**src/rtl/wake_pkg.sv**
```systemverilog
package wake_pkg;
    localparam int REG_W = 8;
    localparam int KEY_W = 8;

    // event register bit positions
    localparam int EV_ALARM = 0;
    localparam int EV_BUS2  = 3;
    localparam int EV_BUS1  = 4;
    localparam int EV_PM1   = 5;
    // timer/key register bit positions
    localparam int TK_KEY   = 1;
    localparam int TK_HIB   = 2;

    localparam logic [REG_W-1:0] EV_VALID = (REG_W'(1) << EV_ALARM) | (REG_W'(1) << EV_BUS2)
                                          | (REG_W'(1) << EV_BUS1)  | (REG_W'(1) << EV_PM1);
    localparam logic [REG_W-1:0] TK_VALID = (REG_W'(1) << TK_KEY) | (REG_W'(1) << TK_HIB);

    typedef enum logic {
        ALM_WAIT = 1'b0,
        ALM_HELD = 1'b1
    } alm_state_t;

    typedef enum logic {
        CLR_ON_READ = 1'b0,
        CLR_W1C     = 1'b1
    } clr_mode_t;
endpackage

```
**src/rtl/wake_key_sync.sv**
```systemverilog
module wake_key_sync #(
    parameter int KEY_W  = 8,
    parameter int STAGES = 2
) (
    input  logic             clk,
    input  logic             rst_n,
    input  logic [KEY_W-1:0] ksi_n,
    output logic             any_key
);
    logic [KEY_W-1:0] stage_q [STAGES];

    generate
        for (genvar s = 0; s < STAGES; s++) begin : g_stage
            if (s == 0) begin : g_first
                always_ff @(posedge clk or negedge rst_n) begin
                    if (!rst_n) stage_q[s] <= '1;
                    else        stage_q[s] <= ksi_n;
                end
            end else begin : g_next
                always_ff @(posedge clk or negedge rst_n) begin
                    if (!rst_n) stage_q[s] <= '1;
                    else        stage_q[s] <= stage_q[s-1];
                end
            end
        end
    endgenerate

    // any line low -> key activity
    assign any_key = ~(&stage_q[STAGES-1]);
endmodule

```
**src/rtl/wake_alarm_edge.sv**
```systemverilog
module wake_alarm_edge
    import wake_pkg::*;
(
    input  logic clk,
    input  logic rst_n,
    input  logic match,
    output logic fire
);
    alm_state_t state_q, state_d;

    always_ff @(posedge clk or negedge rst_n) begin
        if (!rst_n) state_q <= ALM_WAIT;
        else        state_q <= state_d;
    end

    always_comb begin
        state_d = state_q;
        fire    = 1'b0;
        unique case (state_q)
            ALM_WAIT: if (match) begin
                fire    = 1'b1;
                state_d = ALM_HELD;
            end
            ALM_HELD: if (!match) state_d = ALM_WAIT;
            default:  state_d = ALM_WAIT;
        endcase
    end

    AST_ALM_ONE_SHOT: assert property (@(posedge clk) disable iff (!rst_n)
        fire |=> !fire);
    AST_ALM_HOLD_QUIET: assert property (@(posedge clk) disable iff (!rst_n)
        (match && $past(match) && $past(rst_n)) |-> !fire);
endmodule

```
**src/rtl/wake_status_bank.sv**
```systemverilog
module wake_status_bank
    import wake_pkg::*;
#(
    parameter int              W     = 8,
    parameter logic [W-1:0]    VALID = '1,
    parameter clr_mode_t       MODE  = CLR_ON_READ
) (
    input  logic         clk,
    input  logic         rst_n,
    input  logic [W-1:0] set_vec,
    input  logic         rd_hit,
    input  logic         wr_hit,
    input  logic [W-1:0] wdata,
    output logic [W-1:0] q
);
    logic [W-1:0] clr_vec;
    logic [W-1:0] q_d;

    always_comb begin
        if (MODE == CLR_ON_READ) clr_vec = rd_hit ? {W{1'b1}} : '0;
        else                     clr_vec = (wr_hit && !rd_hit) ? wdata : (wr_hit ? wdata : '0);
        // set beats clear
        q_d = ((q & ~clr_vec) | set_vec) & VALID;
    end

    always_ff @(posedge clk or negedge rst_n) begin
        if (!rst_n) q <= '0;
        else        q <= q_d;
    end

    AST_RESERVED_ZERO: assert property (@(posedge clk) disable iff (!rst_n)
        (q & ~VALID) == '0);
    AST_SET_WINS: assert property (@(posedge clk) disable iff (!rst_n)
        (set_vec != '0) |=> ((q & $past(set_vec & VALID)) == $past(set_vec & VALID)));
endmodule

```
**src/rtl/wake_status_regs.sv**
```systemverilog
module wake_status_regs
    import wake_pkg::*;
(
    input  logic             clk,
    input  logic             rst_n,
    input  logic             rtc_match,
    input  logic             hib_en,
    input  logic             hib_zero,
    input  logic [KEY_W-1:0] ksi_n,
    input  logic             key_mask,
    input  logic             bus1_start,
    input  logic             bus2_start,
    input  logic             pm1_wr,
    input  logic             rd_en,
    input  logic             wr_en,
    input  logic             addr,
    input  logic [REG_W-1:0] wdata,
    output logic [REG_W-1:0] rdata,
    output logic             wake_req
);
    logic             alarm_fire;
    logic             any_key;
    logic [REG_W-1:0] ev_set, tk_set;
    logic [REG_W-1:0] ev_q, tk_q;
    logic             ev_rd, tk_wr;

    wake_alarm_edge u_alarm (
        .clk   (clk),
        .rst_n (rst_n),
        .match (rtc_match),
        .fire  (alarm_fire)
    );

    wake_key_sync #(.KEY_W(KEY_W), .STAGES(2)) u_keys (
        .clk     (clk),
        .rst_n   (rst_n),
        .ksi_n   (ksi_n),
        .any_key (any_key)
    );

    always_comb begin
        ev_set = '0;
        ev_set[EV_ALARM] = alarm_fire;
        ev_set[EV_BUS2]  = bus2_start;
        ev_set[EV_BUS1]  = bus1_start;
        ev_set[EV_PM1]   = pm1_wr;
        tk_set = '0;
        tk_set[TK_HIB]   = hib_en & hib_zero;
        tk_set[TK_KEY]   = any_key & ~key_mask;
    end

    assign ev_rd = rd_en & ~addr;
    assign tk_wr = wr_en & addr;

    wake_status_bank #(.W(REG_W), .VALID(EV_VALID), .MODE(CLR_ON_READ)) u_ev (
        .clk     (clk),
        .rst_n   (rst_n),
        .set_vec (ev_set),
        .rd_hit  (ev_rd),
        .wr_hit  (1'b0),
        .wdata   (wdata),
        .q       (ev_q)
    );

    wake_status_bank #(.W(REG_W), .VALID(TK_VALID), .MODE(CLR_W1C)) u_tk (
        .clk     (clk),
        .rst_n   (rst_n),
        .set_vec (tk_set),
        .rd_hit  (1'b0),
        .wr_hit  (tk_wr),
        .wdata   (wdata),
        .q       (tk_q)
    );

    always_comb begin
        if (!rd_en)    rdata = '0;
        else if (addr) rdata = tk_q;
        else           rdata = ev_q;
    end

    assign wake_req = (|ev_q) | (|tk_q);

    AST_READ_EMPTIES: assert property (@(posedge clk) disable iff (!rst_n)
        (ev_rd && ev_set == '0) |=> (ev_q == '0));
    AST_BUS1_LATCH: assert property (@(posedge clk) disable iff (!rst_n)
        bus1_start |=> ev_q[EV_BUS1]);
    AST_HIB_LATCH: assert property (@(posedge clk) disable iff (!rst_n)
        (hib_en && hib_zero) |=> tk_q[TK_HIB]);
    AST_W1C_CLEARS: assert property (@(posedge clk) disable iff (!rst_n)
        (tk_wr && wdata[TK_HIB] && !(hib_en && hib_zero)) |=> !tk_q[TK_HIB]);
    AST_TK_READ_KEEPS: assert property (@(posedge clk) disable iff (!rst_n)
        (rd_en && addr && !wr_en) |=> ((tk_q & $past(tk_q)) == $past(tk_q)));
    AST_WAKE_MATCH: assert property (@(posedge clk) disable iff (!rst_n)
        wake_req == ((ev_q != '0) || (tk_q != '0)));
endmodule

```
**config.mk**
```make
export PLATFORM = sky130hd
export DESIGN_NAME = wake_status_regs
export DESIGN_NICKNAME = d
export VERILOG_FILES = /design/src/rtl/wake_pkg.sv /design/src/rtl/wake_key_sync.sv /design/src/rtl/wake_alarm_edge.sv /design/src/rtl/wake_status_bank.sv /design/src/rtl/wake_status_regs.sv
export SDC_FILE = /design/constraint.sdc
export NUM_CORES = 1
export LEC_CHECK = 0
export BUFFER_PORTS_ARGS = -buffer_cell sky130_fd_sc_hd__buf_2
export CORE_MARGIN = 10
export CORE_UTILIZATION = 43
export CTS_CLUSTER_DIAMETER = 80
export DETAILED_ROUTE_END_ITERATION = 12
export PLACE_DENSITY_LB_ADDON = 0.05
export SKIP_LAST_GASP = 1
export SLEW_MARGIN = 20
export SYNTH_ARGS = -nofsm -noshare
export SYNTH_HDL_FRONTEND = slang
export SYNTH_SLANG_ARGS = --single-unit
```
**constraint.sdc**
```tcl
create_clock -name clk -period 1 [get_ports clk]
set_input_delay 0.2 -clock clk [delete_from_list [all_inputs] [get_ports clk]]
set_output_delay 0.2 -clock clk [all_outputs]
set_load 0.005 [all_outputs]
```
==> impl_metrics.py, run 1 <==
metrics = {
    "final_layout": {
        "area_growth_syn_to_layout_pct": 43.7,
        "final_cell_mix": "buf_2, dfstp_2, dlygate4sd3_1",
        "fin_nets": 124,
        "final_layout_size_suffix_gt1_share_pct": 57.9,
        "diodes": 0,
        "final_common_cell": "buf_2",
    },
    "sta": {
        "timing.final.crit_period_ns": 1.35,
        "clock_skew_ns": 0.00256,
        "hold_violations": 0,
        "period_share_pct": 135,
        "worst_slack_ns": -0.352,
        "slew_viol_final": 0,
        "timing.hold.ws_ns": 0.0762,
        "max_freq_mhz": 740,
        "setup_tns_ns": -1.67,
        "rsz0062_at_grt": "yes",
        "setup_viol_count_final": 7,
    },
    "logic_synthesis": {
        "ys_seq_area_share_pct": 77.7,
        "ys_ff_latch": 23,
        "syn_inst": 51,
        "synth_cell_types": 18,
        "syn_avg_cell_area_um2": 15.0,
        "yosysWarnings": 0,
        "synth_area_um2": 767,
    },
    "detailed_routing": {
        "vias": 505,
        "wl_per_cell_um": 12.5,
        "drc_errors": 0,
        "drt_iter0_drc": 3,
        "ant_nets": 0,
        "vias_per_cell": 4.21,
        "dr.pass1.iters": 2,
        "wl_um": 1510,
    },
    "run_status": {
        "violations": "negative setup slack",
        "status": "complete, but fails checks",
    },
    "grt": {
        "grt_pass1_wl_um": 2500,
        "grt-ovfl-total": 0,
        "antenna_found_initial": 0,
        "grt_max_degree": 24,
        "grt_use_total_pct": 7.81,
        "grt_pass1_vias": 573,
    },
    "worst_setup_path": {
        "crit_path_end_kind": "output port",
        "start_kind": "flip-flop",
        "critPathRequiredTime_ns": 0.80,
        "criticalPathCategory": "reg -> out",
        "crit_arrival_ns": 1.15,
        "cp_max_fo": 2,
    },
    "placement": {
        "port_buffers": 28,
        "gp_congestion": 0.706,
        "dpl.hpwl_um": 1180,
    },
    "floorplan": {
        "die_w_um": 62.2,
        "io_pins": 37,
        "die_area_um2": 3870,
        "num_rows": 15,
        "initial_core_util_pct": 44.9,
        "coreArea_um2": 1710,
        "die_h_um": 62.2,
    },
    "clock_tree": {
        "cts.sink_count": 23,
        "root_buffer": "clkbuf_4",
        "cts_buffers": 3,
        "worst_skew_pair.late_latency_ns": 0.29,
        "cts_buffer_depth": 2,
        "clk_pin_slew_ns": 0.11,
        "h-tree-depth": 1,
        "cts_tree": "done",
    },
    "run": {
        "drv_cap": 0,
    },
    "power": {
        "vdd_drop_max_uv": 1070,
        "power_leakage_nw": 0.517,
        "powerDensity_nw_per_um2": 1460,
    },
    "worst_hold_path": {
        "hp-class": "in -> reg",
    },
}
-- metrics by stage --
step / power (W) / area, um2 / utilization [%] / setup slack, ns / instances
detailed placement: 0.00119 / 950 / 55.6 / -0.0268 / 106
global placement: 0.00118 / 950 / 55.6 / -0.0275 / 106
floorplan: 0.00109 / 771 / - / 0.0949 / 52
global route: 0.00170 / 1100 / 64.5 / -0.421 / 120
finish: 0.00161 / 1100 / 64.5 / -0.352 / 120
CTS: 0.00162 / 1080 / 63.2 / -0.368 / 119
-- critical path, stage by stage, from the launching register on --
cell and delay [ns]:
dfrtp_1 0.41, nor4_1 0.25, nand2_1 0.07, buf_2 0.13
-- final timing paths --
path,from,to,slack (ns),cells after the start
max,u_ev.q[3],wake_req,-0.35,3
min,bus1_start,u_ev.q[4],0.08,2
max reg2reg,u_keys.stage_q[2],u_tk.q[1],0.08,3
min reg2reg,u_keys.stage_q[8],u_keys.stage_q[0],0.36,0
max in group asynchronous,rst_n,u_keys.stage_q[14],0.28,2
min in group asynchronous,rst_n,u_ev.q[4],0.38,2
-- synth_stat cells --
library cell	instances	area, um2
conb_1	1	3.75
o21ai_0	1	5.00
o21ai_1	1	5.00
dfstp_2	16	420
nor2_1	2	7.51
inv_1	1	3.75
nor4_1	1	6.26
nand3_1	2	10.0
dfrtp_1	7	175
and2_1	4	25.0
nand2_1	3	11.3
buf_4	2	15.0
a22o_1	1	8.76
and3_1	2	12.5
nand2b_4	1	13.8
a21o_1	3	22.5
nor2b_2	1	8.76
nand4_1	2	12.5
-- kinds of logic (layout without fill, tap and decap cells) --
group,count (synthesis),in the layout,synth area share [%]
other,1,2,0.489
buffers and inverters,3,46,2.45
flip-flops,23,23,77.7
AND/OR/NAND/NOR,18,18,14.0
AO/OA/AOI/OAI,6,6,5.38
-- power by group --
group / switching (W) / total, W / internal (W) / leakage, nW
Clock: 0.000246 / 0.000395 / 0.000149 / 0.0177
Combinational: 0.0000666 / 0.000177 / 0.000110 / 0.258
Sequential: 0.0000246 / 0.00103 / 0.00101 / 0.241
-- registers in the layout, summed over array words and instances, names as in the netlist --
| register | flops |
|---|---|
| u_ev.q | 4 |
| u_keys.stage_q | 16 |
| u_tk.q | 2 |
| u_alarm.state_q | 1 |
-- routing by layer --
| layer | share of wire (%) | routed length [um] | up-vias | track usage [%] |
|---|---|---|---|---|
| li1 | - | - | 255 | - |
| met1 | 35 | 522 | 237 | 6.69 |
| met2 | 58 | 876 | 11 | 15.3 |
| met3 | 6.6 | 100 | 2 | 4.66 |
| met4 | 0.33 | 5 | 0 | 0.857 |
| met5 | 0 | 0 | - | 0 |
-- cell type report --
cell class,count,area (um2)
Sequential cell,23,596
Fill cell,129,606
Timing Repair Buffer,41,283
Clock buffer,3,22.5
Clock inverter,1,5.00
Tap cell,25,31.3
Multi-Input combinational cell,26,161
Inverter,1,3.75
-- timing repair --
action | in CTS | in global routing
resized for setup | 3 | 3
setup endpoints to repair | 7 | 7
buffers inserted | 0 | 0
hold endpoints to repair | 15 | 1
cloned | 0 | 0
hold buffers | 9 | 1
pin swaps | 3 | 0
Power figures use the tool's default switching activity.
==> run 2, diff against run 1 <==
- CELL_PAD_IN_SITES_DETAIL_PLACEMENT: default -> 0
- CELL_PAD_IN_SITES_GLOBAL_PLACEMENT: default -> 1
- CORE_UTILIZATION: 43 -> 33
==> run 2 against run 1 <==
  * The flow still finishes with violations (negative setup slack)
  * Via count rose by 3.0%
  * Flip-flop and latch count did not move
  * First-iteration DRC count rose to 4.0 times the previous value
  * Total power rose by 0.78%
  * Maximum frequency fell by 2.1%
  * Non-clock buffer count rose by 1
  * Combinational power rose by 3%
  * Core utilization fell by 14 points
  * Cell count rose by 3.3%
  * Register-to-register slack barely moved
  * Setup slack got worse by 0.028 ns
  * Die area rose by 20%
  * Critical path type unchanged
  * Critical endpoint unchanged
==> impl_metrics.py, run 2 (same netlist as run 1, synthesis figures left out) <==
metrics = {
    "final_layout": {
        "final_common_cell": "buf_2",
        "top_regs": "u_keys.stage_q: 16 flops, u_ev.q: 4 flops, u_tk.q: 2 flops",
        "final_layout_size_suffix_gt1_share_pct": 58.3,
        "final_cell_mix": "buf_2, dfstp_2, dlygate4sd3_1",
        "area_growth_syn_to_layout_pct": 44.7,
        "diodes": 0,
        "finalNonFillerCells": 124,
        "final_util_pct": 50.2,
        "largest_reg_flops": 16,
        "fill_cells": 211,
        "fin_nets": 125,
        "top_register": "u_keys.stage_q",
    },
    "grt": {
        "grt-ovfl-total": 0,
        "grt_pass1_wl_um": 2420,
        "antenna_found_initial": 0,
        "grt_pass1_vias": 556,
        "grt_max_degree": 24,
        "grt_use_total_pct": 7.02,
        "grtUsageMet3_pct": 3.75,
        "busiest_layer": "met2",
        "met1_usage_pct": 6.96,
        "use_met2_pct": 12.3,
    },
    "sta": {
        "worst_slack_ns": -0.380,
        "period_share_pct": 138,
        "hold_violations": 0,
        "setup_tns_ns": -1.74,
        "timing.final.crit_period_ns": 1.38,
        "max_freq_mhz": 725,
        "rsz0062_at_grt": "yes",
        "slew_viol_final": 0,
        "setup_viol_count_final": 7,
        "clock_skew_ns": 0.000515,
    },
    "floorplan": {
        "die_w_um": 68.2,
        "die_area_um2": 4650,
        "die_h_um": 68.2,
        "num_rows": 17,
        "initial_core_util_pct": 34.7,
        "coreArea_um2": 2210,
        "io_pins": 37,
    },
    "clock_tree": {
        "root_buffer": "clkbuf_4",
        "cts_buffers": 3,
        "h-tree-depth": 1,
        "clk_pin_slew_ns": 0.11,
        "cts.sink_count": 23,
        "worst_skew_pair.late_latency_ns": 0.30,
        "cts_tree": "done",
        "cts_buffer_depth": 2,
    },
    "placement": {
        "port_buffers": 28,
        "pre_cts_ws_ns": -0.0340,
        "dpl.hpwl_um": 1210,
        "dp.cells": 110,
        "gp_congestion": 0.621,
    },
    "worst_setup_path": {
        "crit_path_end_kind": "output port",
        "critPathRequiredTime_ns": 0.80,
        "path_buf_inv": 1,
        "path_cells": "nor4_1, nand2_1, buf_2",
        "crit_family": "flip-flops",
        "start_kind": "flip-flop",
        "criticalPathCategory": "reg -> out",
        "crit_arrival_ns": 1.18,
        "crit_path_max_incr_delay_ns": 0.40,
        "cp_max_fo": 2,
        "cpMaxStageDelayCell": "dfrtp_1",
    },
    "detailed_routing": {
        "drc_errors": 0,
        "vias": 520,
        "ant_nets": 0,
        "drt_iter0_drc": 12,
        "wl_per_cell_um": 12.8,
        "wl_um": 1580,
        "vias_per_cell": 4.19,
        "dr.pass1.iters": 4,
    },
    "power": {
        "vdd_drop_max_uv": 1180,
        "power_leakage_nw": 0.520,
        "powerDensity_nw_per_um2": 1460,
        "power_w": 0.00162,
    },
    "run_status": {
        "status": "complete, but fails checks",
        "violations": "negative setup slack",
    },
    "worst_hold_path": {
        "hp-class": "in -> reg",
    },
    "run": {
        "drv_cap": 0,
    },
}
## run 2: cell count changes in the layout (fill, tap and decap cells not counted)
cell and change:
o21ai_1 +1, buf_4 +2, buf_6 -1, o21ai_0 -1
## run 2: path summary, 6_finish.rpt
| kind | startpoint | end | slack [ns] | depth (start not counted) |
|---|---|---|---|---|
| setup / recovery | u_ev.q[4] | wake_req | -0.38 | 3 |
| hold / removal | key_mask | u_tk.q[1] | 0.06 | 2 |
| setup reg to reg | u_keys.stage_q[2] | u_tk.q[1] | 0.07 | 3 |
| hold reg to reg | u_keys.stage_q[11] | u_keys.stage_q[3] | 0.36 | 0 |
| max in group asynchronous | rst_n | u_keys.stage_q[11] | 0.27 | 2 |
| min in group asynchronous | rst_n | u_ev.q[5] | 0.37 | 2 |
## run 2: report_power, final
group | switching, W | total (W) | internal [W] | leakage (nW)
sequential | 0.0000223 | 0.00103 | 0.00101 | 0.241
clock | 0.000255 | 0.000405 | 0.000149 | 0.0177
combinational | 0.0000706 | 0.000182 | 0.000112 | 0.261
total | 0.000348 | 0.00162 | 0.00127 | 0.520
## run 2: metal layers
| metal | up-vias | share of wire (%) |
|---|---|---|
| met3 | 2 | 6.0 |
| li1 | 255 | - |
| met4 | 0 | 0.51 |
| met2 | 13 | 58 |
| met5 | - | 0 |
| met1 | 250 | 35 |
## run 2: repair_timing
| action | 4_1_cts | 5_1_grt |
|---|---|---|
| pin swaps | 2 | 2 |
| hold buffers | 10 | 0 |
| setup buffers | 0 | 0 |
| endpoints found under the setup margin | 7 | 8 |
| resized for setup | 3 | 3 |
| hold endpoints to repair | 16 | 0 |
## run 2: area by class of cell
cell class                 count  area (um2)  area share (%)
tap                           28        35.0            3.16
sequential                    23         596            53.7
inverter                       1        3.75           0.338
multi-input combinational     26         161            14.5
clock inverter                 1        5.00           0.451
timing repair buffer          42         287            25.8
clock buffer                   3        22.5            2.03
## run 2: worst register-to-register path, stage by stage (launching register included)
cell,delay (ns)
dfstp_2,0.53
nand4_1,0.10
nor2_1,0.13
o21ai_1,0.07
## run 2: stage by stage
step	hold WS (ns)	area, um2
floorplan	-0.0956	771
global placement	0.180	961
detailed placement	0.189	961
CTS	0.0569	1100
global route	0.0557	1110
finish	0.0613	1110
==> run 3, diff against run 2 <==
- PLACE_DENSITY_LB_ADDON: 0.05 -> 0.25
==> run 3 against run 2 <==
  * The run still ends with negative setup slack left
  * Setup slack improved by 0.032 ns
  * Combinational power increased by 3%
  * Count of clock-buffer cells in the layout increased by 1
  * Critical path depth unchanged
  * Non-clock buffer count is 1 higher
  * Wire length is 11% lower
  * Clock skew is essentially flat
  * Largest cell class unchanged
==> impl_metrics.py, run 3 (same netlist as run 1, synthesis figures left out) <==
metrics = {
    "detailed_routing": {
        "wirelength_met1_um": 559,
        "drc_errors": 0,
        "wl_per_cell_um": 11.3,
        "top_layer_used": "met4",
        "ant_nets": 0,
        "wl_um": 1410,
        "drt_iter0_drc": 9,
        "wl_met3_um": 192,
        "dr.pass1.iters": 2,
        "vias_per_cell": 4.10,
        "wl_met2_um": 653,
        "vias": 513,
    },
    "worst_setup_path": {
        "reg2regPathDepth": 3,
        "reg2reg_to": "u_ev.q[4]",
        "start_kind": "flip-flop",
        "reg2reg_from": "u_ev.q[4]",
        "criticalPathCategory": "reg -> out",
        "crit_path_end_kind": "output port",
        "path_buf_inv": 1,
        "crit_end": "wake_req",
        "crit_family": "flip-flops",
        "cp_max_fo": 2,
        "cpMaxStageDelayCell": "dfrtp_1",
        "path_cells": "nor4_2, nand2_1, buf_2",
        "crit_path_max_incr_delay_ns": 0.40,
        "crit_arrival_ns": 1.15,
        "crit_cells": 3,
        "critPathRequiredTime_ns": 0.80,
        "r2r_setup_slack_ns": 0.10,
        "setup.worst_path.start": "u_tk.q[2]",
    },
    "final_layout": {
        "top_regs": "u_keys.stage_q: 16 flops, u_ev.q: 4 flops, u_tk.q: 2 flops",
        "final_cell_mix": "buf_2, dfstp_2, dlygate4sd3_1",
        "diodes": 0,
        "area_growth_syn_to_layout_pct": 46.8,
        "final_common_cell": "buf_2",
        "fin_nets": 126,
        "final_layout_size_suffix_gt1_share_pct": 58.8,
        "largest_reg_flops": 16,
        "fill_cells": 218,
        "top_register": "u_keys.stage_q",
    },
    "grt": {
        "grt_use_total_pct": 6.31,
        "grt_pass1_vias": 530,
        "grt-ovfl-total": 0,
        "grt_max_degree": 24,
        "grt_pass1_wl_um": 2170,
        "antenna_found_initial": 0,
    },
    "sta": {
        "period_share_pct": 135,
        "hold_violations": 0,
        "slew_viol_final": 0,
        "clock_skew_ns": 0.000856,
        "max_freq_mhz": 742,
        "timing.hold.ws_ns": 0.0749,
        "worst_slack_ns": -0.348,
        "setup_viol_count_final": 7,
        "rsz0062_at_grt": "yes",
        "timing.final.crit_period_ns": 1.35,
        "setup_tns_ns": -1.66,
    },
    "floorplan": {
        "io_pins": 37,
        "die_h_um": 68.2,
        "initial_core_util_pct": 34.7,
        "coreArea_um2": 2210,
        "num_rows": 17,
        "die_area_um2": 4650,
        "die_w_um": 68.2,
    },
    "clock_tree": {
        "cts_tree": "done",
        "clk_pin_slew_ns": 0.11,
        "h-tree-depth": 1,
        "cts.sink_count": 23,
        "cts_buffers": 3,
        "cts_buffer_depth": 2,
        "root_buffer": "clkbuf_4",
        "worst_skew_pair.late_latency_ns": 0.29,
    },
    "placement": {
        "port_buffers": 28,
        "gp_congestion": 0.669,
    },
    "run": {
        "drv_cap": 0,
    },
    "power": {
        "powerDensity_nw_per_um2": 1440,
        "power_leakage_nw": 0.523,
        "vdd_drop_max_uv": 1040,
    },
    "run_status": {
        "status": "complete, but fails checks",
        "violations": "negative setup slack",
    },
    "worst_hold_path": {
        "hp-class": "in -> reg",
    },
}
-- run 3: stage by stage --
step                      util, %  power (W)  std cells  cell area (um2)  worst slack, ns
after floorplan                 -    0.00109         52              771           0.0949
after global placement       42.8    0.00118        108              946          -0.0462
after detailed placement     42.8    0.00118        108              946          -0.0474
after CTS                    48.2    0.00162        121             1070           -0.393
after global routing         50.9    0.00173        125             1130           -0.450
final                        50.9    0.00162        125             1130           -0.348
-- run 3: per-layer routing --
metal | global-route usage [%] | up-vias
met3 | 3.75 | 2
li1 | - | 257
met5 | 0 | -
met1 | 5.80 | 232
met4 | 4.52 | 0
met2 | 10.2 | 22
-- run 3: worst min path at each step --
stage / from / end / slack [ns] / cells past startpoint
after floorplan: rst_n / u_alarm.state_q / -0.1 / 0
after global placement: rst_n / u_alarm.state_q / 0.18 / 1
after detailed placement: rst_n / u_alarm.state_q / 0.18 / 1
after CTS: rtc_match / u_alarm.state_q / 0.001 / 1
after global routing: bus2_start / u_ev.q[3] / 0.05 / 2
final: key_mask / u_tk.q[1] / 0.07 / 2
-- run 3: layout make-up --
cell class	instances	area (um2)	share of cell area, %
inverters	1	3.75	0.333
clock buffers	4	26.3	2.33
repair buffers	43	298	26.4
flip-flops and latches	23	596	52.9
multi-input cells	26	168	14.9
well taps	28	35.0	3.11
-- run 3: repair_timing --
| item | 4_1_cts | 5_1_grt |
|---|---|---|
| endpoints found under the setup margin | 7 | 7 |
| cloned | 0 | 0 |
| buffers inserted | 0 | 3 |
| pin swaps | 2 | 1 |
| resized for setup | 1 | 6 |
| endpoints found under the hold margin | 15 | 1 |
| hold buffers | 9 | 1 |
-- run 3: power breakdown --
part           switching, W  total (W)  leakage [nW]  internal [W]
clock              0.000245   0.000400        0.0150      0.000155
sequential        0.0000236    0.00103         0.241       0.00101
combinational     0.0000692   0.000188         0.267      0.000119
